### src/rtl/stimer_pkg.sv
package stimer_pkg;

    localparam int unsigned TIME_W_DEF = 64;
    localparam int unsigned LANE_W_DEF = 32;

    typedef struct packed {
        logic hyp;
        logic m_en;
        logic h_en;
    } tmr_gate_t;

    function automatic logic s_gate_open(input tmr_gate_t g);
        return g.m_en;
    endfunction

    function automatic logic vs_gate_open(input tmr_gate_t g);
        return g.hyp & g.m_en & g.h_en;
    endfunction

endpackage

### src/rtl/stimer_wreg.sv
module stimer_wreg #(
    parameter int unsigned W      = 64,
    parameter int unsigned LANE_W = 32,
    localparam int unsigned NL    = W / LANE_W
) (
    input  logic          clk,
    input  logic          rst,
    input  logic [NL-1:0] we,
    input  logic [W-1:0]  wdata,
    output logic [W-1:0]  q,
    output logic [W-1:0]  nxt
);

    // per-lane merge of new data into the held value
    for (genvar l = 0; l < NL; l++) begin : g_lane
        assign nxt[l*LANE_W +: LANE_W] = we[l] ? wdata[l*LANE_W +: LANE_W]
                                               : q[l*LANE_W +: LANE_W];
    end

    always_ff @(posedge clk) begin
        if (rst) q <= '0;
        else     q <= nxt;
    end

endmodule

### src/rtl/stimer_cmp_path.sv
module stimer_cmp_path #(
    parameter int unsigned W = 64
) (
    input  logic         clk,
    input  logic         rst,
    input  logic [W-1:0] time_nx,
    input  logic [W-1:0] ofs_nx,
    input  logic [W-1:0] cmp_nx,
    input  logic         gate,
    output logic         pend_q
);

    logic [W-1:0] eff_time;
    logic         hit;

    // sum wraps modulo 2^W; carry discarded by width
    assign eff_time = time_nx + ofs_nx;
    assign hit      = gate & (eff_time >= cmp_nx);

    always_ff @(posedge clk) begin
        if (rst) pend_q <= 1'b0;
        else     pend_q <= hit;
    end

endmodule

### src/rtl/sup_timer_irq.sv
module sup_timer_irq
    import stimer_pkg::*;
#(
    parameter int unsigned TW     = TIME_W_DEF,
    parameter int unsigned LANE_W = LANE_W_DEF,
    localparam int unsigned NL    = TW / LANE_W
) (
    input  logic          clk,
    input  logic          rst,
    input  logic          tick_i,
    input  logic [TW-1:0] time_i,
    input  logic          m_tmr_en_i,
    input  logic          h_tmr_en_i,
    input  logic          hyp_present_i,
    input  logic [NL-1:0] s_cmp_we_i,
    input  logic [TW-1:0] s_cmp_wdata_i,
    input  logic [NL-1:0] vs_cmp_we_i,
    input  logic [TW-1:0] vs_cmp_wdata_i,
    input  logic [NL-1:0] gofs_we_i,
    input  logic [TW-1:0] gofs_wdata_i,
    output logic [TW-1:0] s_cmp_o,
    output logic [TW-1:0] vs_cmp_o,
    output logic          s_pend_o,
    output logic          vs_pend_o
);

    tmr_gate_t     gate;
    logic [TW-1:0] time_q, time_nx;
    logic [TW-1:0] s_cmp_nx, vs_cmp_nx, gofs_q, gofs_nx;

    assign gate = '{hyp: hyp_present_i, m_en: m_tmr_en_i, h_en: h_tmr_en_i};

    // held copy of the time count, refreshed on tick
    assign time_nx = tick_i ? time_i : time_q;

    always_ff @(posedge clk) begin
        if (rst) time_q <= '0;
        else     time_q <= time_nx;
    end

    stimer_wreg #(.W(TW), .LANE_W(LANE_W)) u_s_cmp (
        .clk(clk), .rst(rst), .we(s_cmp_we_i), .wdata(s_cmp_wdata_i),
        .q(s_cmp_o), .nxt(s_cmp_nx)
    );

    stimer_wreg #(.W(TW), .LANE_W(LANE_W)) u_vs_cmp (
        .clk(clk), .rst(rst), .we(vs_cmp_we_i), .wdata(vs_cmp_wdata_i),
        .q(vs_cmp_o), .nxt(vs_cmp_nx)
    );

    stimer_wreg #(.W(TW), .LANE_W(LANE_W)) u_gofs (
        .clk(clk), .rst(rst), .we(gofs_we_i), .wdata(gofs_wdata_i),
        .q(gofs_q), .nxt(gofs_nx)
    );

    stimer_cmp_path #(.W(TW)) u_s_path (
        .clk(clk), .rst(rst), .time_nx(time_nx), .ofs_nx('0),
        .cmp_nx(s_cmp_nx), .gate(s_gate_open(gate)), .pend_q(s_pend_o)
    );

    stimer_cmp_path #(.W(TW)) u_vs_path (
        .clk(clk), .rst(rst), .time_nx(time_nx), .ofs_nx(gofs_nx),
        .cmp_nx(vs_cmp_nx), .gate(vs_gate_open(gate)), .pend_q(vs_pend_o)
    );

    logic unused_ok;
    assign unused_ok = ^gofs_q;

endmodule

### config.mk
export PLATFORM = sky130hd
export DESIGN_NAME = sup_timer_irq
export DESIGN_NICKNAME = d
export VERILOG_FILES = /design/src/rtl/stimer_pkg.sv /design/src/rtl/stimer_wreg.sv /design/src/rtl/stimer_cmp_path.sv /design/src/rtl/sup_timer_irq.sv
export SDC_FILE = /design/constraint.sdc
export NUM_CORES = 1
export LEC_CHECK = 0
export ABC_AREA = 1
export BUFFER_PORTS_ARGS = -buffer_cell sky130_fd_sc_hd__clkbuf_2
export CORE_UTILIZATION = 45
export CTS_CLUSTER_SIZE = 10
export DETAILED_ROUTE_END_ITERATION = 8
export PLACE_DENSITY = 0.74
export RECOVER_POWER = 25
export SLEW_MARGIN = 20
export SYNTH_ARGS = -nofsm -noshare
export SYNTH_HDL_FRONTEND = slang
export SYNTH_HIERARCHICAL = 1
export SYNTH_SLANG_ARGS = --single-unit
### constraint.sdc
create_clock -name clk -period 4.5 [get_ports clk]
set_input_delay 0.9 -clock clk [delete_from_list [all_inputs] [get_ports clk]]
set_output_delay 0.9 -clock clk [all_outputs]
set_load 0.1 [all_outputs]
Word-level counts from Yosys, hierarchy flattened

Index checks and enable logic that the tools add are counted.

Word-level logic and storage cells: 20
Bits in registers: 258
Output and inout port bits: 130

Multiplexer cells: 7
Magnitude comparators: 2
$add $sub $neg: 1
Bitwise gates (word level): 4

Operators with widths:

| operator             | number |
|---|---|
| 2-to-1 mux 32 bit    | 6 |
| >= comparator 64 bit | 2 |
| adder 64 bit         | 1 |
| 2-to-1 mux 64 bit    | 1 |
| bitwise AND 1 bit    | 4 |

Depth between registers and ports, before layout

Word-level depth: 4
Mapped depth: 31
Mapped depth without buffers: 29

By module

Netlist, hierarchy kept.

By module, submodules not included:

| module                       | times used | area an instance (µm²) | sequential area each (µm²) | cells each |
|---|---|---|---|---|
| stimer_wreg                  | 3          | 3,489.6                | 1,281.2                    | 535 |
| stimer_cmp_path at u_vs_path | 1          | 7,589.8                | 20.0                       | 1,513 |
| stimer_cmp_path at u_s_path  | 1          | 6,777.8                | 20.0                       | 1,333 |
| sup_timer_irq                | 1          | 3,131.8                | 1,281.2                    | 535 |

Least setup slack after synthesis

OpenSTA, ideal clock, no wires.

Path kind: input-to-reg
From: input port gofs_we_i[0]
To: register u_vs_path.pend_q
Path slack: 0.679 ns
Path buffers: 2
Arrival: 3.752 ns
Setup time: 0.070 ns
Data required time: 4.430 ns
Stages on the path: 30
Path through: buf_6 inv_4 buf_6 nand2_2 nand2_2 inv_1 ha_1 inv_1 fa_1 inv_1 nand3_1 nand2_4 nand2_2 nand2_2 nand2_1 nand2_2 nand2_1 nand2_2 nand2_1 nand3_1 nand2_1 ha_1 nand2_1 inv_1 nand3_1 nor3_1 nand4_1 nor2_1 nand2_1 a21oi_1

Word-level cells in the longest chain between the ends: 4

Ends and longest elaborated chain:

| element                | RTL line              | source |
|---|---|---|
| start: declaration     | sup_timer_irq.sv:19   | `input logic [NL-1:0] gofs_we_i,` |
| 2-to-1 mux 32 bit      | stimer_wreg.sv:16     | `assign nxt[l*LANE_W +: LANE_W] = we[l] ? wdata[l*LANE_W +: LANE_W]` |
| named net gofs_nx[0]   | sup_timer_irq.sv:29   | `logic [TW-1:0] s_cmp_nx, vs_cmp_nx, gofs_q, gofs_nx;` |
| adder 64 bit           | stimer_cmp_path.sv:17 | `assign eff_time = time_nx + ofs_nx;` |
| >= comparator 64 bit   | stimer_cmp_path.sv:18 | `assign hit = gate & (eff_time >= cmp_nx);` |
| bitwise AND 1 bit      | stimer_cmp_path.sv:18 |  |
| end signal: assignment | stimer_cmp_path.sv:22 | `else pend_q <= hit;` |
| end: declaration       | stimer_cmp_path.sv:10 | `output logic pend_q` |

The timed path passes the listed nets, and every way through them passes these cells.
A chain may end at the register's enable or synchronous reset.

Worst setup path after layout

From: input port tick_i
To: register u_vs_path.pend_q

Word-level cells in the longest chain between the ends: 4

Ends and longest elaborated chain:

| element               | RTL line              | source |
|---|---|---|
| start: declaration    | sup_timer_irq.sv:10   | `input logic tick_i,` |
| 2-to-1 mux 64 bit     | sup_timer_irq.sv:34   | `assign time_nx = tick_i ? time_i : time_q;` |
| named net time_nx[34] | sup_timer_irq.sv:28   | `logic [TW-1:0] time_q, time_nx;` |
| adder 64 bit          | stimer_cmp_path.sv:17 |  |
| >= comparator 64 bit  | stimer_cmp_path.sv:18 |  |
| bitwise AND 1 bit     | stimer_cmp_path.sv:18 |  |

The timed path passes the listed nets, and every way through them passes these cells.

==> qor.yml <==
outcome: "complete, but fails checks"
violations: "max-capacitance violations, max-slew violations"
synth_common_cells: "nand2_1, inv_1, nor2_1"
timing.fmax_ghz: 0.2502
postRouteAntennaNets: 0
num_io_pins: 398
critPathTopFamily: "simple AND/OR/NAND/NOR gates"
grt_overflow: 0
finalSetupTns_ns: 0
hold_path_startpoint: "time_q[62]"
synth_area_leaders: "nand2_1, inv_1, dfxtp_1"
place_congestion: 1.016
dp_hpwl_um: 73310
syn_area_mm2: 0.02797
antenna_cells: 0
power.density_mw_per_mm2: 313.2
dr.pass1.iters: 6
drc: 0
critPathMaxFanout: 48
placed_cells: 6260
holdPathEnd: "time_q[62]"
fin_cells: 6314
die_area_mm2: 0.06315
syn_inst: 4986
postSynthAreaPerCell_um2: 5.609
core_area_mm2: 0.06160
grt_pass1_wl_um: 135900
via_per_inst: 4.541
r2r_cells: 28
drive_gt1_share_pct: 18.37
crit_path_max_incr_delay_ns: 0.45
crit_path_cell_trace: "clkbuf_2, inv_2, buf_12, nand2_1, nand2_1, inv_1, ha_1, nand2_2, nor2_1, inv_2, nor2_4, nand2_2, clkinv_1, nand3_1, nand3_1, xor2_1, ha_1, a21oi_1, o21a_1, nand2_1, nand2_1, nand2_1, a21oi_1, a21oi_1"
p_leak_nw: 20.90
path_class: "input port to flop"
r2r-end: "u_vs_path/pend_q"
antenna_found_initial: 0
synth_top_area_share_pct: 21.21
hp-class: "flop to flop"
clk_pin_slew_worst_paths_ns: 0.06
fin_crit_sh_pct: 88.83
worst-path-buf-inv: 6
post-place-ws_ns: 0.1012
setup_violations: 0
ys_ff_latch: 258
cpMostUsedCell: "nand2_1"
grt_max_degree: 90
grt_util_all_layers_pct: 27.08
post_cts_buffers: 0
initial_core_util_pct: 45.40
ys_warn_count: 6
num_rows: 91
hold_depth: 4
wl_per_cell_um: 13.66
yosysTopAreaCell: "nand2_1"
chipHeight_um: 251.3
cts_tree: "yes"
synth_top_flop_cell: "dfxtp_1"
hold_buffers: 0
drv_slew: 122
cts.sinks: 258
irDropWorstVdd_uv: 206.4
slew_headroom_pct: -81.43
critPathLaunchType: "input port"
r2r_slack_ns: 0.89
syn_to_final_growth_pct: 14.70
cap_violations: 2
cts_resized: 0
htree_levels: 2
clock_path_buffers: 3
grt_pass1_vias: 27100
yosysSeqAreaShare_pct: 18.47
slowest_stage: "ha_1"
portBuffers: 397
ys_async_sr_fraction_pct: 0
ys_types: 43
period_minus_slack_ns: 3.997
finClkSkew_ns: 0.008896
insertion_delay_ns: 0.56
fin_total_pwr_mw: 10.05
cp_data_required_time_ns: 4.94
wl_um: 86240
hold_viol_final: 0
synth-edff-count: 0
nets: 5983
die_w_um: 251.3
endpoint_kind: "flop"
drt_iter0_drc: 1807
worst_pin_slew_ns: 2.721
synth.most_common_cell: "nand2_1"
worstPathArrival_ns: 4.44
setup_ws_ns: 0.5026
numCtsBuffers: 34
rsz0062_at_grt: "false"
root_buffer: "clkbuf_16"
crit-reg2reg-launch: "time_q[0]"
vias: 28670
worst max path at each step:
stage / slack (ns) / end / cells past startpoint / from
2_1_floorplan: 0.68 / u_vs_path/pend_q / 30 / gofs_we_i[0]
3_3_place_gp: 0.12 / u_vs_path/pend_q / 27 / tick_i
3_5_place_dp: 0.10 / u_vs_path/pend_q / 27 / tick_i
4_1_cts: 0.68 / u_vs_path/pend_q / 24 / tick_i
5_1_grt: 0.24 / u_vs_path/pend_q / 24 / tick_i
6_report: 0.50 / u_vs_path/pend_q / 24 / tick_i
cell families after synthesis:
group	count (synthesis)	share of synthesized area (%)
other cells	1	0.01341
simple gates	2576	40.42
fa+ha+maj	256	11.51
compound gates	305	5.677
buf+inv	1519	21.69
flops	258	18.47
xor+xnor	71	2.223
cell usage in the layout, fill, tap and decap left out, types with 5 or more instances in the layout:
| cell | netlist | layout |
|---|---|---|
| conb_1 | 1 | 65 |
| nand3b_1 | 6 | 6 |
| a21o_1 | 5 | 5 |
| buf_4 | 9 | 50 |
| xor2_1 | 69 | 69 |
| o21bai_1 | 14 | 14 |
| nand3_2 | 12 | 12 |
| nor2_2 | 200 | 188 |
| buf_12 | 0 | 6 |
| o21ai_0 | 67 | 67 |
| ha_1 | 254 | 254 |
| nand2_2 | 275 | 275 |
| dfxtp_1 | 258 | 258 |
| clkbuf_2 | 0 | 398 |
| clkbuf_1 | 5 | 11 |
| inv_4 | 6 | 5 |
| nand4_1 | 31 | 31 |
| inv_1 | 1415 | 1415 |
| inv_2 | 11 | 11 |
| clkbuf_16 | 0 | 34 |
| a21oi_1 | 206 | 206 |
| nand2_1 | 1580 | 1580 |
| nand3_1 | 108 | 108 |
| nor3_1 | 17 | 17 |
| nor2_1 | 325 | 337 |
| o21ai_1 | 8 | 8 |
| nor3_2 | 5 | 5 |
flip-flops by register name, indices dropped and copies added, names as in the netlist:
signal,flops
u_vs_cmp/q,64
time_q,64
u_s_cmp/q,64
u_gofs/q,64
u_vs_path/pend_q,1
u_s_path/pend_q,1
per-layer routing:
layer  routed length [um]  GRT usage (%)
met5                    0              0
met4                 3452          10.19
met3                 4469          3.013
met2                39160          46.20
met1                39160          34.92
through the flow:
step                area (um^2)  hold WS, ns  util (%)
CTS                       32140       0.5163     52.18
finish                    32080       0.5169     52.08
detailed placement        31120       0.5077     50.52
global route              32080       0.5401     52.08
floorplan                 28210       0.4925         -
global placement          31120       0.5027     50.52
where the power goes:
part,internal (mW),total [mW],switching (mW)
Clock,1.51,2.58,1.07
Sequential,2.45,2.51,0.0649
Combinational,1.55,4.95,3.40
worst reg2reg max path, delay by kind of cell (launching register included):
family | cells | cell delay [ns]
buffers and inverters | 5 | 0.40
adder cells (fa/ha/maj) | 3 | 0.91
AO/OA/AOI/OAI | 1 | 0.11
AND/OR/NAND/NOR | 19 | 1.78
flip-flops | 1 | 0.30
final cells by class:
type                            count  area, um^2
Clock buffer                       47       939.7
Clock inverter                      7       81.33
Fill cell                        6585       29520
Inverter                         1436        5404
Multi-Input combinational cell   3273       16950
Sequential cell                   258        5165
Tap cell                          837        1047
Timing Repair Buffer              456        2495
Power figures use the tool's default switching activity.
